### src/rtl/lcd_drv_pkg.sv
package lcd_drv_pkg;

    localparam int SEG_W = 7;

    typedef logic [SEG_W-1:0] seg7_t;

    // Lit/dark view of the whole panel; 1 = lit
    typedef struct packed {
        seg7_t ones;
        seg7_t tens;
        seg7_t hund;
        logic  thou;
        logic  minus;
    } panel_t;

    localparam int PANEL_W = $bits(panel_t);

endpackage

### src/rtl/bp_divider.sv
module bp_divider #(
    parameter int HALF_CYC = 400
) (
    input  logic clk,
    input  logic rst_n,
    output logic bp_next_o,
    output logic bp_o
);

    localparam int CNT_W = (HALF_CYC > 2) ? $clog2(HALF_CYC) : 1;
    localparam logic [CNT_W-1:0] LAST = CNT_W'(HALF_CYC - 1);

    typedef struct packed {
        logic [CNT_W-1:0] cnt;
        logic             bp;
    } div_t;

    div_t div_d, div_q;

    always_comb begin
        div_d = div_q;
        if (div_q.cnt == LAST) begin
            div_d.cnt = '0;
            div_d.bp  = ~div_q.bp;
        end else begin
            div_d.cnt = div_q.cnt + 1'b1;
        end
    end

    always_ff @(posedge clk) begin
        if (!rst_n) div_q <= '0;
        else        div_q <= div_d;
    end

    assign bp_next_o = rst_n ? div_d.bp : 1'b0;
    assign bp_o      = div_q.bp;

    AST_BP_HOLD: assert property (@(posedge clk) disable iff (!rst_n)
        (div_q.cnt != LAST) |=> $stable(bp_o));
    AST_BP_FLIP: assert property (@(posedge clk) disable iff (!rst_n)
        (div_q.cnt == LAST) |=> (bp_o != $past(bp_o)));
    AST_CNT_RANGE: assert property (@(posedge clk) disable iff (!rst_n)
        div_q.cnt <= LAST);

endmodule

### src/rtl/seg_decode.sv
module seg_decode
    import lcd_drv_pkg::*;
(
    input  logic [3:0] code_i,
    output seg7_t      seg_o
);

    // bit 0 = a ... bit 6 = g; codes above 9 stay dark
    always_comb begin
        unique case (code_i)
            4'd0:    seg_o = 7'h3F;
            4'd1:    seg_o = 7'h06;
            4'd2:    seg_o = 7'h5B;
            4'd3:    seg_o = 7'h4F;
            4'd4:    seg_o = 7'h66;
            4'd5:    seg_o = 7'h6D;
            4'd6:    seg_o = 7'h7D;
            4'd7:    seg_o = 7'h07;
            4'd8:    seg_o = 7'h7F;
            4'd9:    seg_o = 7'h6F;
            default: seg_o = 7'h00;
        endcase
    end

endmodule

### src/rtl/panel_compose.sv
module panel_compose
    import lcd_drv_pkg::*;
(
    input  seg7_t  ones_i,
    input  seg7_t  tens_i,
    input  seg7_t  hund_i,
    input  logic   half_i,
    input  logic   neg_i,
    input  logic   ovr_i,
    output panel_t pat_o
);

    always_comb begin
        pat_o.minus = neg_i;
        if (ovr_i) begin
            pat_o.ones = '0;
            pat_o.tens = '0;
            pat_o.hund = '0;
            pat_o.thou = 1'b1;
        end else begin
            pat_o.ones = ones_i;
            pat_o.tens = tens_i;
            pat_o.hund = hund_i;
            pat_o.thou = half_i;
        end
    end

endmodule

### src/rtl/phase_stage.sv
module phase_stage
    import lcd_drv_pkg::*;
(
    input  logic   clk,
    input  logic   rst_n,
    input  panel_t pat_i,
    input  logic   lamp_i,
    input  logic   bp_next_i,
    output panel_t drv_o
);

    panel_t drv_d, drv_q;

    // Lit segments take the inverted backplane, dark ones the backplane;
    // lamp test holds a steady high level
    always_comb begin
        if (lamp_i) drv_d = '1;
        else        drv_d = pat_i ^ {PANEL_W{bp_next_i}};
    end

    always_ff @(posedge clk) begin
        if (!rst_n) drv_q <= '0;
        else        drv_q <= drv_d;
    end

    assign drv_o = drv_q;

endmodule

### src/rtl/lcd_static_driver.sv
module lcd_static_driver
    import lcd_drv_pkg::*;
#(
    parameter int HALF_CYC = 400,
    parameter int N_FULL   = 3
) (
    input  logic       clk,
    input  logic       rst_n,
    input  logic [3:0] digit_ones_i,
    input  logic [3:0] digit_tens_i,
    input  logic [3:0] digit_hund_i,
    input  logic       half_digit_i,
    input  logic       neg_i,
    input  logic       ovr_i,
    input  logic       lamp_i,
    output logic [6:0] seg_ones_o,
    output logic [6:0] seg_tens_o,
    output logic [6:0] seg_hund_o,
    output logic       seg_thou_o,
    output logic       seg_minus_o,
    output logic       bp_o
);

    logic [3:0] codes [N_FULL];
    seg7_t      dec   [N_FULL];
    panel_t     pat, drv;
    logic       bp_next;

    assign codes[0] = digit_ones_i;
    assign codes[1] = digit_tens_i;
    assign codes[2] = digit_hund_i;

    for (genvar g = 0; g < N_FULL; g++) begin : g_dec
        seg_decode u_dec (.code_i(codes[g]), .seg_o(dec[g]));
    end

    panel_compose u_comp (
        .ones_i (dec[0]),
        .tens_i (dec[1]),
        .hund_i (dec[2]),
        .half_i (half_digit_i),
        .neg_i  (neg_i),
        .ovr_i  (ovr_i),
        .pat_o  (pat)
    );

    bp_divider #(.HALF_CYC(HALF_CYC)) u_div (
        .clk       (clk),
        .rst_n     (rst_n),
        .bp_next_o (bp_next),
        .bp_o      (bp_o)
    );

    phase_stage u_phase (
        .clk       (clk),
        .rst_n     (rst_n),
        .pat_i     (pat),
        .lamp_i    (lamp_i),
        .bp_next_i (bp_next),
        .drv_o     (drv)
    );

    assign seg_ones_o  = drv.ones;
    assign seg_tens_o  = drv.tens;
    assign seg_hund_o  = drv.hund;
    assign seg_thou_o  = drv.thou;
    assign seg_minus_o = drv.minus;

    AST_OVR_BLANK: assert property (@(posedge clk) disable iff (!rst_n)
        (ovr_i && !lamp_i) |=> (seg_ones_o == {7{bp_o}} && seg_tens_o == {7{bp_o}}
                                && seg_hund_o == {7{bp_o}} && seg_thou_o == !bp_o));
    AST_LAMP_DC: assert property (@(posedge clk) disable iff (!rst_n)
        lamp_i |=> (&seg_ones_o && &seg_tens_o && &seg_hund_o
                    && seg_thou_o && seg_minus_o));
    AST_MINUS_SIGN: assert property (@(posedge clk) disable iff (!rst_n)
        !lamp_i |=> ((seg_minus_o != bp_o) == $past(neg_i)));
    AST_BAD_CODE_DARK: assert property (@(posedge clk) disable iff (!rst_n)
        (!lamp_i && !ovr_i && digit_ones_i > 4'd9) |=> (seg_ones_o == {7{bp_o}}));

endmodule

### config.mk
export PLATFORM = sky130hd
export DESIGN_NAME = lcd_static_driver
export DESIGN_NICKNAME = d
export VERILOG_FILES = /design/src/rtl/lcd_drv_pkg.sv /design/src/rtl/bp_divider.sv /design/src/rtl/seg_decode.sv /design/src/rtl/panel_compose.sv /design/src/rtl/phase_stage.sv /design/src/rtl/lcd_static_driver.sv
export SDC_FILE = /design/constraint.sdc
export NUM_CORES = 1
export LEC_CHECK = 0
export BUFFER_PORTS_ARGS = -buffer_cell sky130_fd_sc_hd__buf_2
export CAP_MARGIN = 20
export CORE_MARGIN = 2
export CORE_UTILIZATION = 25
export CTS_BUF_LIST = sky130_fd_sc_hd__clkbuf_8
export DETAILED_ROUTE_END_ITERATION = 8
export SETUP_SLACK_MARGIN = 0.02
export SYNTH_ARGS = -nofsm -noshare
export SYNTH_HDL_FRONTEND = slang
export SYNTH_HIERARCHICAL = 1
export SYNTH_SLANG_ARGS = --single-unit
### constraint.sdc
create_clock -name clk -period 2.7 [get_ports clk]
set_input_delay 0.135 -clock clk [delete_from_list [all_inputs] [get_ports clk]]
set_output_delay 0.135 -clock clk [all_outputs]
set_load 0.02 [all_outputs]
==> flow_metrics.tcl, run 1 <==
set metrics [dict create \
    num_rows 33 \
    area_growth_syn_to_layout_pct 18.52 \
    start_util 0.2590 \
    syn_area_um2 2128 \
    clk_path_buf_depth 2 \
    clockRootBuffer "clkbuf_8" \
    final_util 0.3070 \
    synth_seq_cells 33 \
    synthesis.nets 265 \
    power.leakage_uw 0.001220 \
    final_cells 374 \
    status "complete, no violations" \
    remaining_drc_errors 0 \
    finalSetupViolations 0 \
    startpoint_type "register" \
    synthArstFlopShare 0 \
    rsz0062_at_grt "false" \
    finalHoldViolations 0 \
    final_area_um2 2522 \
    cts_htree_levels 2 \
    die_h_um 96.27 \
    reg2reg_from "u_div/div_q[1]" \
    core_um2 8217 \
    min-delay-start "neg_i" \
    cts_tree "built" \
    firstDrtPassIters 4 \
    die_w_um 96.27 \
    antenna_left 0 \
    p_total_uw 1226 \
    diodes 0 \
    finClkSkew_ns 0.01392 \
    ios 42 \
    gp_congestion 0.7990 \
    grt_usage 0.09904 \
    fin_crit_ns 2.160 \
    startpoint "u_div/div_q[1]" \
    grt.busiest_layer "met2" \
    hp-class "in2reg" \
    first_global_vias 1593 \
    use_met2 0.1557 \
    hpwl_mm 3.466 \
    cp_data_arrival_time_ns 2.33 \
    power.switching_uw 337.7 \
    cp-end-kind "register" \
    wire_per_inst_um 11.67 \
    ys.flop_type "dfxtp_1" \
    layout_common_cells "41 x buf_2, 33 x dfxtp_1, 24 x xor2_1, 23 x o21a_1, 21 x nor2b_1" \
    drv_cap 0 \
    syn-instance-count 228 \
    antenna_found_initial 0 \
    synth_edf_count 0 \
    drt_iter0_markers 96 \
    p_clk_frac 0.383 \
    drive_gt1_frac 0.2491 \
    swShare 0.2755 \
    ir_drop_mv 0.1775 \
    finalSetupTns_ns 0 \
    report.final.slew_viol_count 0 \
    vias 1666 \
    r2r_cells 7 \
    cts_sinks 33 \
    grtUsageMet3 0.03602 \
    holdPathStages 3 \
    synth_cell_types 37 \
    crit_required_ns 2.87 \
    dieArea_um2 9267 \
    drt_wl_total_mm 4.366 \
    finalCritPeriodShare 0.8000 \
    crit_fanout 23 \
    comb_power_share 0.189 \
    ys_warn_count 6 \
    worst_pin_slew_ns 0.4207 \
    gr-usage-met1 0.1210 \
    n_fill_cell 858 \
    crit_type "reg2reg" \
    placed_area_um2 2407 \
    dpl.cell_count 366 \
    pwr-share-seq 0.428 \
    viasPerCell 4.455 \
    cts_buffers 5 \
    cts_resized 0 \
    postCtsSetupBuffers 0 \
    grt_max_degree 24 \
    cts.clk_slew.worst_paths_ns 0.07 \
    synth_seq_area_share 0.3104 \
    hold_buffers 0 \
    slew_headroom 0.7196 \
    p_per_area_nw_per_um2 485.9 \
    clock_latency_ns 0.29 \
    p_int_uw 887.9 \
    layout_commonest_cell "buf_2" \
    grt_pass1_wl_mm 7.148 \
    io_buffers 41 \
    syn_area_per_cell_um2 9.335 \
    fmax_mhz 463.0 \
    nets 305 \
    gr-total-overflow 0 \
]
[power groups by stage]
| stage | Combinational [uW] | Sequential (uW) | Clock [uW] |
|---|---|---|---|
| after CTS | 234 | 526 | 484 |
| after detailed placement | 233 | 537 | 0 |
| after floorplan | 130 | 566 | 0 |
| final | 231 | 524 | 470 |
| after global routing | 260 | 527 | 505 |
| after global placement | 230 | 537 | 0 |
[sequential cells by signal (all words and copies together), names as in the netlist]
| register | cells |
|---|---|
| u_phase/drv_o | 23 |
| u_div/bp_o | 1 |
| u_div/div_q | 9 |
[synthesized netlist by cell type (all sizes together) (2+ instances only)]
| cell type | n | area, um2 |
|---|---|---|
| inv | 18 | 67.56 |
| buf | 6 | 65.06 |
| nand3 | 4 | 20.02 |
| ha | 19 | 237.7 |
| xor2 | 24 | 210.2 |
| a21o | 3 | 22.52 |
| clkbuf | 4 | 15.01 |
| a22o | 3 | 26.28 |
| or3 | 3 | 18.77 |
| dfxtp | 33 | 660.6 |
| nand2 | 6 | 22.52 |
| o22ai | 6 | 56.31 |
| a21oi | 8 | 51.30 |
| xnor2 | 4 | 35.03 |
| a21boi | 3 | 22.52 |
| nor2b | 24 | 172.7 |
| o41ai | 2 | 17.52 |
| o21ai | 19 | 106.4 |
| o21a | 23 | 172.7 |
| nor2 | 6 | 22.52 |
[per-layer routing]
layer	wire length, um	share of wire
met5	0	0
met4	71	0.016
met3	268	0.061
met2	1976	0.45
met1	2050	0.47
[per-stage QoR]
step	setup slack (ns)	hold WS [ns]
finish	0.5401	0.2083
detailed placement	0.5754	0.4386
global route	0.4261	0.2120
CTS	0.5440	0.2008
global placement	0.5970	0.4300
floorplan	0.7238	0.2525
[logic make-up (layout without fill, tap and decap cells)]
kind of cell / Yosys count / after routing / share of synthesized area
compound gates: 71 / 71 / 0.2505
simple gates: 49 / 49 / 0.1429
flops: 33 / 33 / 0.3104
xor+xnor: 28 / 28 / 0.1152
buf+inv: 28 / 69 / 0.06937
fa+ha+maj: 19 / 19 / 0.1117
[final cells by class]
| type | instances | area, um2 | share of cell area |
|---|---|---|---|
| multi-input cells | 167 | 1328 | 0.5263 |
| flip-flops and latches | 33 | 660.6 | 0.2619 |
| repair buffers | 43 | 220.2 | 0.08730 |
| well taps | 105 | 131.4 | 0.05208 |
| clock buffers | 5 | 68.82 | 0.02728 |
| inverters | 18 | 67.56 | 0.02679 |
| clock inverters | 3 | 46.29 | 0.01835 |
[worst paths after layout]
kind                             to  slack [ns]
setup / recovery  u_phase/drv_o[20]        0.54
hold / removal     u_phase/drv_o[0]        0.21
setup reg to reg  u_phase/drv_o[20]        0.54
hold reg to reg      u_div/div_q[1]        0.45
[worst max-delay path: stages, from the launching register on]
cell and delay (ns):
dfxtp_1 0.35, ha_1 0.23, nand3_1 0.29, o311ai_2 0.40, o41ai_2 0.12, buf_4 0.26
xor2_1 0.20, o21a_1 0.18
(Power assumes the default switching activity.)
==> run 2, diff against run 1 <==
- clock period: 2.7 -> 2.02 ns (I/O delays scaled with it)
==> flow_metrics.tcl, run 2 (same netlist as run 1, synthesis figures left out) <==
set metrics [dict create \
    status "complete, no violations" \
    first_global_vias 1612 \
    area_growth_syn_to_layout_pct 22.28 \
    cts_tree "built" \
    clockRootBuffer "clkbuf_8" \
    swShare 0.2722 \
    start_util 0.2590 \
    fin_ws_ns 0.005919 \
    drt_iter0_markers 56 \
    worst_path_max_delay_cell "or4b_4" \
    antenna_found_initial 0 \
    gr-total-overflow 0 \
    clock_latency_ns 0.29 \
    final_cells 381 \
    n_fill_cell 857 \
    p_int_uw 1188 \
    finalSetupViolations 0 \
    die_h_um 96.27 \
    cp-end-kind "register" \
    layout_common_cells "41 x buf_2, 33 x dfxtp_1, 24 x xor2_1, 23 x o21a_1, 21 x nor2b_1" \
    viasPerCell 4.289 \
    gp_congestion 0.7529 \
    comb_power_share 0.189 \
    use_met2 0.1649 \
    finalCritPeriodShare 0.9971 \
    dpl.cell_count 373 \
    p_clk_frac 0.380 \
    diodes 0 \
    cts.clk_slew.worst_paths_ns 0.07 \
    report.final.slew_viol_count 0 \
    dp_slack_ns 0.01440 \
    postCtsSetupBuffers 0 \
    vias 1634 \
    firstDrtPassIters 4 \
    antenna_left 0 \
    gr-usage-met1 0.1293 \
    startpoint_type "register" \
    holdPathStages 3 \
    final_util 0.3167 \
    fin_crit_ns 2.014 \
    hpwl_mm 3.434 \
    multi_input_area_um2 1343 \
    grt_pass1_wl_mm 7.458 \
    finClkSkew_ns 0.01013 \
    fmax_mhz 496.5 \
    nets 312 \
    p_per_area_nw_per_um2 627.2 \
    worstPathCellList "or4b_4 -> o311ai_4 -> o41ai_2 -> buf_12 -> xor2_1 -> o21a_1" \
    grt.busiest_layer "met2" \
    cts_htree_levels 2 \
    num_rows 33 \
    slowest_delay_ns 0.57 \
    drv_cap 0 \
    crit_type "reg2reg" \
    largest_reg_flops 23 \
    drive_gt1_frac 0.2717 \
    die_w_um 96.27 \
    ir_drop_mv 0.2621 \
    ios 42 \
    pwr-share-seq 0.431 \
    cp_data_arrival_time_ns 2.19 \
    wire_per_inst_um 11.64 \
    power.leakage_uw 0.001258 \
    dieArea_um2 9267 \
    crit_required_ns 2.19 \
    drt_wl_total_mm 4.436 \
    finalHoldViolations 0 \
    cts_buffers 5 \
    grtUsageMet3 0.03367 \
    r2r_cells 6 \
    layout_commonest_cell "buf_2" \
    p_total_uw 1632 \
    power.switching_uw 444.3 \
    remaining_drc_errors 0 \
    slew_headroom 0.7101 \
    cts_sinks 33 \
    grt_usage 0.1025 \
    seq_area_um2 660.6 \
    io_buffers 41 \
    grt_max_degree 24 \
    clk_path_buf_depth 2 \
    core_um2 8217 \
    worst_pin_slew_ns 0.4301 \
    hp-class "in2reg" \
    crit_fanout 21 \
    rsz0062_at_grt "true" \
]
## run 2: cell count changes in the layout (fill, tap and decap cells not counted)
cell and delta:
o311ai_4 +1, buf_4 +6, nand3_1 -1, o311ai_2 -1, buf_12 +1, nand3_2 +1
## run 2: cell type report
type,count,area share
flip-flops and latches,33,0.2538
inverters,18,0.02596
clock buffers,5,0.02644
clock inverters,3,0.01779
multi-input cells,167,0.5159
well taps,105,0.05048
repair buffers,50,0.1096
## run 2: metal layers
| layer | part of all wire | wire length (um) |
|---|---|---|
| met5 | 0 | 0 |
| met4 | 0.0068 | 30 |
| met3 | 0.069 | 308 |
| met2 | 0.48 | 2111 |
| met1 | 0.45 | 1985 |
## run 2: per-stage QoR
step                hold WS [ns]  setup TNS, ns  area [um2]
global route              0.1770        -0.4163        2603
floorplan                 0.2185              0        2128
global placement          0.4284              0        2472
finish                    0.1720              0        2603
CTS                       0.1677              0        2597
detailed placement        0.4418              0        2472
## run 2: path summary, 6_finish.rpt
check | from | to | slack, ns
max | u_div/div_q[7] | u_phase/drv_o[21] | 0.006
min | neg_i | u_phase/drv_o[0] | 0.17
max reg2reg | u_div/div_q[7] | u_phase/drv_o[21] | 0.006
min reg2reg | u_div/div_q[1] | u_div/div_q[1] | 0.45
## run 2: repair_timing
item                                    in CTS  in global routing
gates cloned                                 0                  0
endpoints found under the setup margin       9                 23
hold buffers                                 0                  0
endpoints found under the hold margin        0                  0
resized for setup                            1                  1
## run 2: power by group through the flow
stage,Clock (uW),Sequential (uW),Combinational [uW]
after floorplan,0,757,174
after global placement,0,719,307
after detailed placement,0,720,310
after CTS,638,705,312
after global routing,670,707,348
final,620,703,309
## run 2: worst max-delay path: cells and delay by family, from the launching register on
family	cells	cell delay [ns]
buf+inv	1	0.20
simple gates	1	0.57
compound gates	3	0.62
flops	1	0.34
xor+xnor	1	0.17
